File: src/rtl/i2c_mem_pkg.sv
package i2c_mem_pkg;
  localparam int ADDR_W = 16;
  localparam int DATA_W = 8;
  localparam logic [3:0] DEV_ID = 4'b1010;

  typedef enum logic [2:0] {
    ST_IDLE, ST_RX, ST_ACK, ST_TX, ST_MACK
  } state_e;

  // what the byte being received means
  typedef enum logic [1:0] {
    K_DEV, K_AHI, K_ALO, K_DATA
  } kind_e;
endpackage

File: src/rtl/i2c_bus_sync.sv
module i2c_bus_sync #(
  parameter int STAGES = 2
) (
  input  logic clk_i,
  input  logic rst_ni,
  input  logic scl_i,
  input  logic sda_i,
  output logic sda_o,
  output logic scl_rise_o,
  output logic scl_fall_o,
  output logic start_o,
  output logic stop_o
);
  logic [STAGES-1:0] scl_ff, sda_ff;
  logic scl_q, sda_q;

  // stage chain, idle-high reset
  for (genvar g = 0; g < STAGES; g++) begin : g_stage
    always_ff @(posedge clk_i or negedge rst_ni) begin
      if (!rst_ni) begin
        scl_ff[g] <= 1'b1;
        sda_ff[g] <= 1'b1;
      end else if (g == 0) begin
        scl_ff[g] <= scl_i;
        sda_ff[g] <= sda_i;
      end else begin
        scl_ff[g] <= scl_ff[(g == 0) ? 0 : g-1];
        sda_ff[g] <= sda_ff[(g == 0) ? 0 : g-1];
      end
    end
  end

  always_ff @(posedge clk_i or negedge rst_ni) begin
    if (!rst_ni) begin
      scl_q <= 1'b1;
      sda_q <= 1'b1;
    end else begin
      scl_q <= scl_ff[STAGES-1];
      sda_q <= sda_ff[STAGES-1];
    end
  end

  logic scl_s, sda_s;
  assign scl_s      = scl_ff[STAGES-1];
  assign sda_s      = sda_ff[STAGES-1];
  assign sda_o      = sda_s;
  assign scl_rise_o = scl_s & ~scl_q;
  assign scl_fall_o = ~scl_s & scl_q;
  assign start_o    = scl_s & scl_q & sda_q & ~sda_s;
  assign stop_o     = scl_s & scl_q & ~sda_q & sda_s;
endmodule

File: src/rtl/i2c_addr_ctr.sv
module i2c_addr_ctr
  import i2c_mem_pkg::*;
(
  input  logic              clk_i,
  input  logic              rst_ni,
  input  logic              load_i,
  input  logic [ADDR_W-1:0] load_val_i,
  input  logic              inc_i,
  output logic [ADDR_W-1:0] q_o
);
  always_ff @(posedge clk_i or negedge rst_ni) begin
    if (!rst_ni)     q_o <= '0;
    else if (load_i) q_o <= load_val_i;
    else if (inc_i)  q_o <= q_o + 1'b1;  // natural wrap
  end
endmodule

File: src/rtl/i2c_slave_fsm.sv
module i2c_slave_fsm
  import i2c_mem_pkg::*;
(
  input  logic              clk_i,
  input  logic              rst_ni,
  input  logic              sda_i,
  input  logic              scl_rise_i,
  input  logic              scl_fall_i,
  input  logic              start_i,
  input  logic              stop_i,
  input  logic [1:0]        sel_i,
  input  logic [DATA_W-1:0] mem_rdata_i,
  output logic              sda_pd_o,
  output logic              ctr_load_o,
  output logic [ADDR_W-1:0] ctr_val_o,
  output logic              ctr_inc_o,
  output logic              mem_we_o,
  output logic [DATA_W-1:0] mem_wdata_o,
  output logic              mem_re_o
);
  localparam int CNT_W = $clog2(DATA_W + 1);
  localparam logic [CNT_W-1:0] LAST_BIT = CNT_W'(DATA_W);
  localparam logic [CNT_W-1:0] LAST_TX  = CNT_W'(DATA_W - 1);

  state_e            state_q;
  kind_e             kind_q;
  logic [CNT_W-1:0]  bit_cnt;
  logic [DATA_W-1:0] rx_sh, tx_sh, tx_buf, addr_hi;
  logic              ack_q, rw_q, rd_pend, m_ack;
  logic              dev_match;

  assign dev_match = (rx_sh[7:1] == {DEV_ID, 1'b0, sel_i});
  assign ctr_val_o = {addr_hi, rx_sh};

  always_ff @(posedge clk_i or negedge rst_ni) begin
    if (!rst_ni) begin
      state_q     <= ST_IDLE;
      kind_q      <= K_DEV;
      bit_cnt     <= '0;
      rx_sh       <= '0;
      tx_sh       <= '0;
      tx_buf      <= '0;
      addr_hi     <= '0;
      ack_q       <= 1'b0;
      rw_q        <= 1'b0;
      rd_pend     <= 1'b0;
      m_ack       <= 1'b0;
      sda_pd_o    <= 1'b0;
      ctr_load_o  <= 1'b0;
      ctr_inc_o   <= 1'b0;
      mem_we_o    <= 1'b0;
      mem_wdata_o <= '0;
      mem_re_o    <= 1'b0;
    end else begin
      mem_we_o   <= 1'b0;
      mem_re_o   <= 1'b0;
      ctr_load_o <= 1'b0;
      ctr_inc_o  <= 1'b0;
      rd_pend    <= mem_re_o;
      if (rd_pend) tx_buf <= mem_rdata_i;

      if (start_i) begin
        state_q  <= ST_RX;
        kind_q   <= K_DEV;
        bit_cnt  <= '0;
        sda_pd_o <= 1'b0;
      end else if (stop_i) begin
        state_q  <= ST_IDLE;
        sda_pd_o <= 1'b0;
      end else begin
        unique case (state_q)
          ST_IDLE: ;
          ST_RX: begin
            if (scl_rise_i) begin
              rx_sh   <= {rx_sh[DATA_W-2:0], sda_i};
              bit_cnt <= bit_cnt + 1'b1;
            end
            if (scl_fall_i && bit_cnt == LAST_BIT) begin
              bit_cnt <= '0;
              state_q <= ST_ACK;
              ack_q   <= 1'b1;
              sda_pd_o <= 1'b1;
              unique case (kind_q)
                K_DEV: begin
                  if (dev_match) begin
                    rw_q     <= rx_sh[0];
                    mem_re_o <= rx_sh[0];
                  end else begin
                    ack_q    <= 1'b0;
                    sda_pd_o <= 1'b0;
                  end
                end
                K_AHI:  addr_hi <= rx_sh;
                K_ALO:  ctr_load_o <= 1'b1;
                K_DATA: begin
                  mem_we_o    <= 1'b1;
                  mem_wdata_o <= rx_sh;
                end
                default: ;
              endcase
            end
          end
          ST_ACK: begin
            if (scl_fall_i) begin
              sda_pd_o <= 1'b0;
              if (!ack_q) begin
                state_q <= ST_IDLE;  // foreign device: nine clocks, then idle
              end else begin
                state_q <= ST_RX;
                unique case (kind_q)
                  K_DEV: begin
                    if (rw_q) begin
                      state_q  <= ST_TX;
                      tx_sh    <= tx_buf;
                      sda_pd_o <= ~tx_buf[DATA_W-1];
                    end else begin
                      kind_q <= K_AHI;
                    end
                  end
                  K_AHI:  kind_q <= K_ALO;
                  K_ALO:  kind_q <= K_DATA;
                  K_DATA: ctr_inc_o <= 1'b1;
                  default: ;
                endcase
              end
            end
          end
          ST_TX: begin
            if (scl_fall_i) begin
              bit_cnt <= bit_cnt + 1'b1;
              if (bit_cnt == LAST_TX) begin
                state_q   <= ST_MACK;
                sda_pd_o  <= 1'b0;
                ctr_inc_o <= 1'b1;
                bit_cnt   <= '0;
              end else begin
                tx_sh    <= {tx_sh[DATA_W-2:0], 1'b0};
                sda_pd_o <= ~tx_sh[DATA_W-2];
              end
            end
          end
          ST_MACK: begin
            if (scl_rise_i) begin
              m_ack    <= ~sda_i;
              mem_re_o <= 1'b1;  // prefetch at advanced counter
            end
            if (scl_fall_i) begin
              if (m_ack) begin
                state_q  <= ST_TX;
                tx_sh    <= tx_buf;
                sda_pd_o <= ~tx_buf[DATA_W-1];
              end else begin
                state_q <= ST_IDLE;
              end
            end
          end
          default: state_q <= ST_IDLE;
        endcase
      end
    end
  end
endmodule

File: src/rtl/i2c_mem_slave.sv
module i2c_mem_slave
  import i2c_mem_pkg::*;
#(
  parameter int SYNC_STAGES = 2
) (
  input  logic              clk_i,
  input  logic              rst_ni,
  input  logic              scl_i,
  input  logic              sda_i,
  input  logic [1:0]        sel_i,
  output logic              sda_pd_o,
  output logic [ADDR_W-1:0] mem_addr_o,
  output logic              mem_we_o,
  output logic [DATA_W-1:0] mem_wdata_o,
  output logic              mem_re_o,
  input  logic [DATA_W-1:0] mem_rdata_i
);
  logic sda_s, scl_rise, scl_fall, start_det, stop_det;
  logic ctr_load, ctr_inc;
  logic [ADDR_W-1:0] ctr_val;

  i2c_bus_sync #(.STAGES(SYNC_STAGES)) u_sync (
    .clk_i      (clk_i),
    .rst_ni     (rst_ni),
    .scl_i      (scl_i),
    .sda_i      (sda_i),
    .sda_o      (sda_s),
    .scl_rise_o (scl_rise),
    .scl_fall_o (scl_fall),
    .start_o    (start_det),
    .stop_o     (stop_det)
  );

  i2c_slave_fsm u_fsm (
    .clk_i       (clk_i),
    .rst_ni      (rst_ni),
    .sda_i       (sda_s),
    .scl_rise_i  (scl_rise),
    .scl_fall_i  (scl_fall),
    .start_i     (start_det),
    .stop_i      (stop_det),
    .sel_i       (sel_i),
    .mem_rdata_i (mem_rdata_i),
    .sda_pd_o    (sda_pd_o),
    .ctr_load_o  (ctr_load),
    .ctr_val_o   (ctr_val),
    .ctr_inc_o   (ctr_inc),
    .mem_we_o    (mem_we_o),
    .mem_wdata_o (mem_wdata_o),
    .mem_re_o    (mem_re_o)
  );

  i2c_addr_ctr u_ctr (
    .clk_i      (clk_i),
    .rst_ni     (rst_ni),
    .load_i     (ctr_load),
    .load_val_i (ctr_val),
    .inc_i      (ctr_inc),
    .q_o        (mem_addr_o)
  );
endmodule

File: config.mk
export PLATFORM = sky130hd
export DESIGN_NAME = i2c_mem_slave
export DESIGN_NICKNAME = d
export VERILOG_FILES = /design/src/rtl/i2c_mem_pkg.sv /design/src/rtl/i2c_bus_sync.sv /design/src/rtl/i2c_addr_ctr.sv /design/src/rtl/i2c_slave_fsm.sv /design/src/rtl/i2c_mem_slave.sv
export SDC_FILE = /design/constraint.sdc
export NUM_CORES = 1
export LEC_CHECK = 0
export ABC_CLOCK_PERIOD_IN_PS = 1900
export BUFFER_PORTS_ARGS = -buffer_cell sky130_fd_sc_hd__buf_4
export CORE_MARGIN = 2
export CORE_UTILIZATION = 40
export DETAILED_ROUTE_END_ITERATION = 7
export PLACE_DENSITY = 0.7
export REMOVE_ABC_BUFFERS = 1
export SYNTH_ARGS = -nofsm -noshare
export SYNTH_HDL_FRONTEND = slang
export SYNTH_SLANG_ARGS = --single-unit
File: constraint.sdc
create_clock -name clk_i -period 1.9 [get_ports clk_i]
set_clock_uncertainty 0.1 [all_clocks]
set_input_delay 0.19 -clock clk_i [delete_from_list [all_inputs] [get_ports clk_i]]
set_output_delay 0.19 -clock clk_i [all_outputs]
set_load 0.02 [all_outputs]
# Word-level counts from Yosys, hierarchy flattened
# Cells that the tools add are included.
[totals] regBits=79 input_bits=14 out_inout_bits=27 word_cells=167
[op_classes] addsub=2 eq_ne=29 n_mux=75 bitwise_logic=15 n_reduce_logical=22
[ops] operator="two-way mux 7 bit" count=8
[ops] operator="two-way mux 1 bit" count=35
[ops] operator="two-way mux 16 bit" count=2
[ops] operator="!= test 4 x 3 -> 1 bit, second input constant" count=7
[ops] operator="two-way mux 3 bit" count=9
[ops] operator="two-way mux 4 bit" count=6
[ops] operator="AND reduction 6 bit" count=4
[ops] operator="one-hot mux 7 bit (3 select lines)" count=1
[ops] operator="adder 16 x 1 -> 16 bit, second input constant" count=1
[ops] operator="two-way mux 2 bit" count=8
[ops] operator="AND reduction 4 bit" count=4
[ops] operator="one-hot mux 3 bit (5 select lines)" count=1
[ops] operator="!= test 2 x 1 -> 1 bit, second input constant" count=7
[ops] operator="AND reduction 11 bit" count=1
[ops] operator="AND reduction 5 bit" count=2
[ops] operator="NOT 1 bit" count=8
[ops] operator="one-hot mux 4 bit (2 select lines)" count=1
[ops] operator="nonzero test 2 bit" count=4
[ops] operator="AND 1 bit" count=7
[ops] operator="== test 7 bit" count=1
[ops] operator="== test 3 x 2 -> 1 bit, second input constant" count=2
[ops] operator="!= test 3 bit, second input constant" count=2
[ops] operator="one-hot mux 2 bit (3 select lines)" count=1
[ops] operator="nonzero test 3 bit" count=2
[ops] operator="16 further kinds" count=19

# Depth between registers and ports, before layout
[logic_depth] word_depth=8 mapped_depth=7 depth_no_buf=7

# Hierarchy
# From an unflattened synthesis, not the netlist that was laid out.
[hier_totals] cells_unflattened=338 area_unflattened_um2=4003.8
[modules_own_cells] module="i2c_slave_fsm" n_inst=1 cells_each=229 area_per_inst_um2=2870.3 seq_area_each_um2=1426.4
[modules_own_cells] module="i2c_addr_ctr" n_inst=1 cells_each=99 area_per_inst_um2=943.4 seq_area_each_um2=400.4
[modules_own_cells] module="i2c_bus_sync" n_inst=1 cells_each=10 area_per_inst_um2=190.2 seq_area_each_um2=157.7

# Worst setup path before layout
# OpenSTA, ideal clock, no wires.
[synth_timing] path_type="reg-to-reg" start="reg u_fsm.bit_cnt[0]" end="reg u_fsm.mem_wdata_o[5]" setup_time_ns=0.128 arrival_time_ns=1.639 t_required_ns=1.672 setup_slack_ns=0.033 path_stages_with_launch=7 path_buffers=0 cell_sequence="dfrtp_1 inv_1 ha_1 nand3b_1 nor4_4 nand2_4 mux2_1"
[synth_between] elab_chain_len=3
[synth_lines] element="from (decl)" line_no="i2c_slave_fsm.sv:27" text="logic [CNT_W-1:0] bit_cnt;"
[synth_lines] element="from (signal assigned)" line_no="i2c_slave_fsm.sv:76" text="bit_cnt <= bit_cnt + 1'b1;"
[synth_lines] element="from (signal assigned)" line_no="i2c_slave_fsm.sv:130" text="bit_cnt <= bit_cnt + 1'b1;"
[synth_lines] element="== test 4 bit" line_no="i2c_slave_fsm.sv:78" text="if (scl_fall_i && bit_cnt == LAST_BIT) begin"
[synth_lines] element="logical AND 1 bit" line_no="i2c_slave_fsm.sv:78"
[synth_lines] element="AND reduction 5 bit (no line)"
[synth_lines] element="to (signal assigned)" line_no="i2c_slave_fsm.sv:97" text="mem_wdata_o <= rx_sh;"
[synth_lines] element="to (decl)" line_no="i2c_slave_fsm.sv:18" text="output logic [DATA_W-1:0] mem_wdata_o,"
# No other way between the ends.
# A chain may end at the register's enable or synchronous reset.

# Final worst setup path
[layout_timing] start="reg u_fsm.bit_cnt[0]" end="reg u_fsm.bit_cnt[2]"
[layout_between] elab_chain_len=6 word_cells_on_any_way=13 cone_classes="1 x add/sub; 3 x eq/ne; 7 x mux; 2 x reduce/logical"
[layout_lines] element="adder 4 x 1 -> 4 bit, or another cell as far along" line_no="i2c_slave_fsm.sv:76, i2c_slave_fsm.sv:130"
[layout_lines] element="two-way mux 4 bit, or another cell as far along" line_no="i2c_slave_fsm.sv:131" text="if (bit_cnt == LAST_TX) begin"
[layout_lines] element="two-way mux 4 bit, on equally long branches" line_no="i2c_slave_fsm.sv:129, i2c_slave_fsm.sv:78"
[layout_lines] element="one-hot mux 4 bit (2 select lines)" line_no="i2c_slave_fsm.sv:71" text="unique case (state_q)"
[layout_lines] element="two-way mux 4 bit" line_no="i2c_slave_fsm.sv:67" text="end else if (stop_i) begin"
[layout_lines] element="two-way mux 4 bit" line_no="i2c_slave_fsm.sv:62" text="if (start_i) begin"
# Parallel ways exist; a longest one is shown, timed or not. The select of a mux whose other input is x is not followed.

==> impl_summary.md <==
Placement
The number of buffers inserted by port buffering is 40. The congestion estimate from routability-driven global placement came to 0.947. The wire-length estimate of the detail-placed layout is 5530 µm. The instance area at placement is ~4500 µm². Prior to clock tree synthesis, the placed netlist has a worst setup slack of -0.0329 ns.

Route
After detailed routing, the average wire length per cell comes to 14.8 µm. The wire length reported by the detailed router is between 8000 and 9000 µm. Using the TritonRoute via totals, the vias-per-cell ratio works out to 5.07. The total iterations of the first detailed-routing run is 5. The first routing iteration left 200 violations. In the routed design, unresolved DRC markers number 0. The antenna violation net count after detailed routing is 0. The count of vias placed by the detailed router is approximately 2,900.

GRT
Global routing used between 10% and 20% of the available tracks. The first global-routing pass estimated 12,900 µm of wire. The sum of overflow across all layers after global routing is 0. The initial antenna violation count is 0. The via count of the first global-routing pass is around 2,700. Entering global routing, the biggest net connects 43 pins.

Floorplan
The area of the core is roughly 9200 µm². The initial utilization of the core area, before any placement, comes to 41.3%. The die covers ~10,000 µm².

The die width is 102 µm. The die height is 102 µm. The count of pins on the block boundary is a little over 40. The number of placement rows is 35.

Critical path
In this design, the largest share of critical-path delay is due to compound AO/OA/AOI/OAI gates. The logic depth of the worst setup path including buffers is 8. The cell with the most instances on the worst path is sky130_fd_sc_hd__buf_6. The type of element capturing the critical path is a register. For this run, the slowest stage of the critical path takes between 0.4 and 0.5 ns. The signal on the critical path passes through inv_1, ha_4, nand3b_1, buf_6, o31ai_4, buf_6, o211ai_1, a32o_1. The setup path with the least slack is of type register to register.

STA classifies the critical path startpoint as a register. The data arrival time of the worst path is ~2.0 ns. The worst-case reg-to-reg path depth is 8. The cell with the biggest individual delay on the critical path is sky130_fd_sc_hd__dfrtp_1.

The worst endpoint required time is roughly 2.0 ns. The maximum net fanout on the critical path is 5. The number of buffer and inverter stages on the critical path is 3.

Timing
The relative slew slack is 50.7%. The final worst slack is -0.00531 ns. The count of final hold-check violations is 0. The transition time at the pin with the least slew margin is 0.720 ns. The count of final max-slew check failures is 0. Subtracting the final worst setup slack from the clock period gives 1.91 ns. The highest clock frequency the design can meet is 0.525 GHz. The share of the clock period used by the worst path is 100%.

Setup repair after global routing could not meet its margin everywhere. The final setup violation count is 1.

Yosys
The cell area after technology mapping is 3810 µm². The number of synthesis warnings is 0. Of all flip-flops after synthesis, the portion carrying an async set or reset was 100%. The post-synthesis cell count is around 340. The number of synthesized flops with an enable pin is 0.

The mean cell area of the mapped netlist is 11.2 µm². The distinct cell type count after synthesis is 56. The post-synthesis register bit count is 79. The most frequently used flop master after synthesis is sky130_fd_sc_hd__dfrtp_1. Of the synthesized area, sequential elements account for a little over half.

Clocking
The CTS root buffer is sky130_fd_sc_hd__clkbuf_8. At the later pin of the worst-skew pair, clock insertion delay measures 0.34 ns. The number of clock buffers added by TritonCTS is 9. Counting every sink on the clock net gives 79. The number of buffers between clock root and the deepest sink is 2. The TritonCTS clock tree is yes. Clock-pin slew was measured on the worst setup and hold paths at 0.08 ns. CTS built an H-tree with a depth of 3.

Job
Max-cap violations in this run came to 0.

Pwr
Dividing total power by cell area gives a power density of 713 nW/µm². The analysis attributes to cell leakage a power of roughly 2.3 nW. IR analysis of the VDD net gives a maximum drop of approximately 0.31 mV.

Run status
The final reports fail on negative setup slack. The run finished, with violations left.

Final layout
The final-stage net count is roughly 450. Compared with the post-synthesis result, the final layout area differs by 30.1%. Measured on the finished design, the core utilization comes to 53.7%. Leaving out fill and tap cells, the most frequent cells in the layout are sky130_fd_sc_hd__buf_4 (73), sky130_fd_sc_hd__dfrtp_1 (71), sky130_fd_sc_hd__nand2_1 (50). The most common library cell in the layout ignoring fill and taps is sky130_fd_sc_hd__buf_4. Of the cells placed in the final design, the portion with a size suffix greater than 1 is 37.8%. Once layout is done, the placed cells without fillers occupy approximately 5000 µm². The number of filler cells placed in the layout is 793. The count of inserted antenna diode cells is 0.

Hold path
The tightest min-delay check is of the input pin to asynchronous set/reset pin type.
==> Yosys cell counts, types with 3 or more instances <==
library cell               count  area (µm²)
sky130_fd_sc_hd__buf_2         3        15.0
sky130_fd_sc_hd__xnor2_1       6        52.6
sky130_fd_sc_hd__nor3_1        4        20.0
sky130_fd_sc_hd__ha_1          8         100
sky130_fd_sc_hd__nor4_1        3        18.8
sky130_fd_sc_hd__buf_4         3        22.5
sky130_fd_sc_hd__nand3b_1      3        22.5
sky130_fd_sc_hd__nand2b_1      4        25.0
sky130_fd_sc_hd__dfrtp_1      73        1830
sky130_fd_sc_hd__xor2_1       11        96.3
sky130_fd_sc_hd__o21ai_0      22         110
sky130_fd_sc_hd__mux2_1        6        67.6
sky130_fd_sc_hd__mux2_4        7         105
sky130_fd_sc_hd__nand3_1      10        50.1
sky130_fd_sc_hd__o211ai_1      3        22.5
sky130_fd_sc_hd__o22ai_1       4        25.0
sky130_fd_sc_hd__and3_1        3        18.8
sky130_fd_sc_hd__mux2i_1       4        40.0
sky130_fd_sc_hd__inv_1        13        48.8
sky130_fd_sc_hd__nand4_1       4        25.0
sky130_fd_sc_hd__clkbuf_1      5        18.8
sky130_fd_sc_hd__nand2_1      50         188
sky130_fd_sc_hd__mux2_2       27         304
sky130_fd_sc_hd__dfstp_2       6         158
sky130_fd_sc_hd__nor2_1       12        45.0
sky130_fd_sc_hd__a21oi_1       8        40.0
sky130_fd_sc_hd__nor2b_1       5        31.3
==> state kept, by name, indices dropped and copies added, names as in the netlist, 2 cells and up <==
signal and flops:
u_fsm.tx_sh 7, u_fsm.kind_q 2, u_fsm.tx_buf 8, u_fsm.state_q 3
u_fsm.addr_hi 8, u_ctr.q_o 16, u_fsm.bit_cnt 4, u_fsm.rx_sh 8
u_fsm.mem_wdata_o 8
==> stage by stage <==
| step | instances | hold WS [ns] | total power [W] | setup TNS (ns) |
|---|---|---|---|---|
| floorplan | 330 | -0.206 | 0.00206 | -0.911 |
| global placement | 529 | 0.0978 | 0.00222 | -0.0368 |
| detailed placement | 529 | 0.110 | 0.00224 | -0.178 |
| CTS | 557 | 0.259 | 0.00344 | 0 |
| global route | 565 | 0.260 | 0.00368 | -1.20 |
| finish | 565 | 0.258 | 0.00353 | -0.00531 |
==> layout make-up <==
class,instances,area (µm²),area share (%)
well taps,129,161,3.25
clock inverters,4,28.8,0.580
inverters,13,48.8,0.984
multi-input cells,239,1860,37.4
repair buffers,89,723,14.6
clock buffers,12,155,3.13
flip-flops and latches,79,1990,40.1
==> per-layer routing <==
metal / GRT usage (%) / routed length (µm) / up-vias / part of all wire (%)
met1: 21.9 / 3910 / 1413 / 47
li1: - / - / 1378 / -
met2: 25.1 / 4030 / 62 / 48
met3: 2.14 / 255 / 10 / 3.1
met4: 7.07 / 148 / 0 / 1.8
met5: 0 / 0 / - / 0
==> power breakdown <==
part,total (W),switching [W],internal (W)
logic,0.000515,0.000235,0.000280
clock network,0.00117,0.000618,0.000550
registers,0.00185,0.0000891,0.00176
==> logic make-up after synthesis <==
kind of cell,after synthesis,synth area share [%]
adders and majority gates,8,2.63
DFF,79,52.1
AOI/OAI and AO/OA,55,9.03
and+or+nand+nor,114,16.1
buffers and inverters,24,2.76
xor gates and xnor gates,17,3.91
muxes,44,13.6
==> path summary, 6_finish.rpt <==
kind                                              start                      endpoint  slack [ns]
hold / removal                                   rst_ni      u_fsm.mem_we_o$_DFF_PN0_        0.26
setup / recovery           u_fsm.bit_cnt[0]$_DFFE_PN0P_  u_fsm.bit_cnt[2]$_DFFE_PN0P_      -0.005
min in group clk_i           u_sync.scl_ff[0]$_DFF_PN1_        u_sync.scl_s$_DFF_PN1_        0.26
max in group asynchronous                        rst_ni  u_fsm.state_q[0]$_DFFE_PN0P_        0.82
setup reg to reg           u_fsm.bit_cnt[0]$_DFFE_PN0P_  u_fsm.bit_cnt[2]$_DFFE_PN0P_      -0.005
hold reg to reg              u_sync.scl_ff[0]$_DFF_PN1_        u_sync.scl_s$_DFF_PN1_        0.26
==> repair_timing <==
item,in CTS,in global routing
gates cloned,0,1
pin swaps,0,12
endpoints found under the hold margin,41,0
setup buffers,1,7
hold buffers,11,0
endpoints found under the setup margin,10,29
resized for setup,6,24
Power figures use the tool's default switching activity.
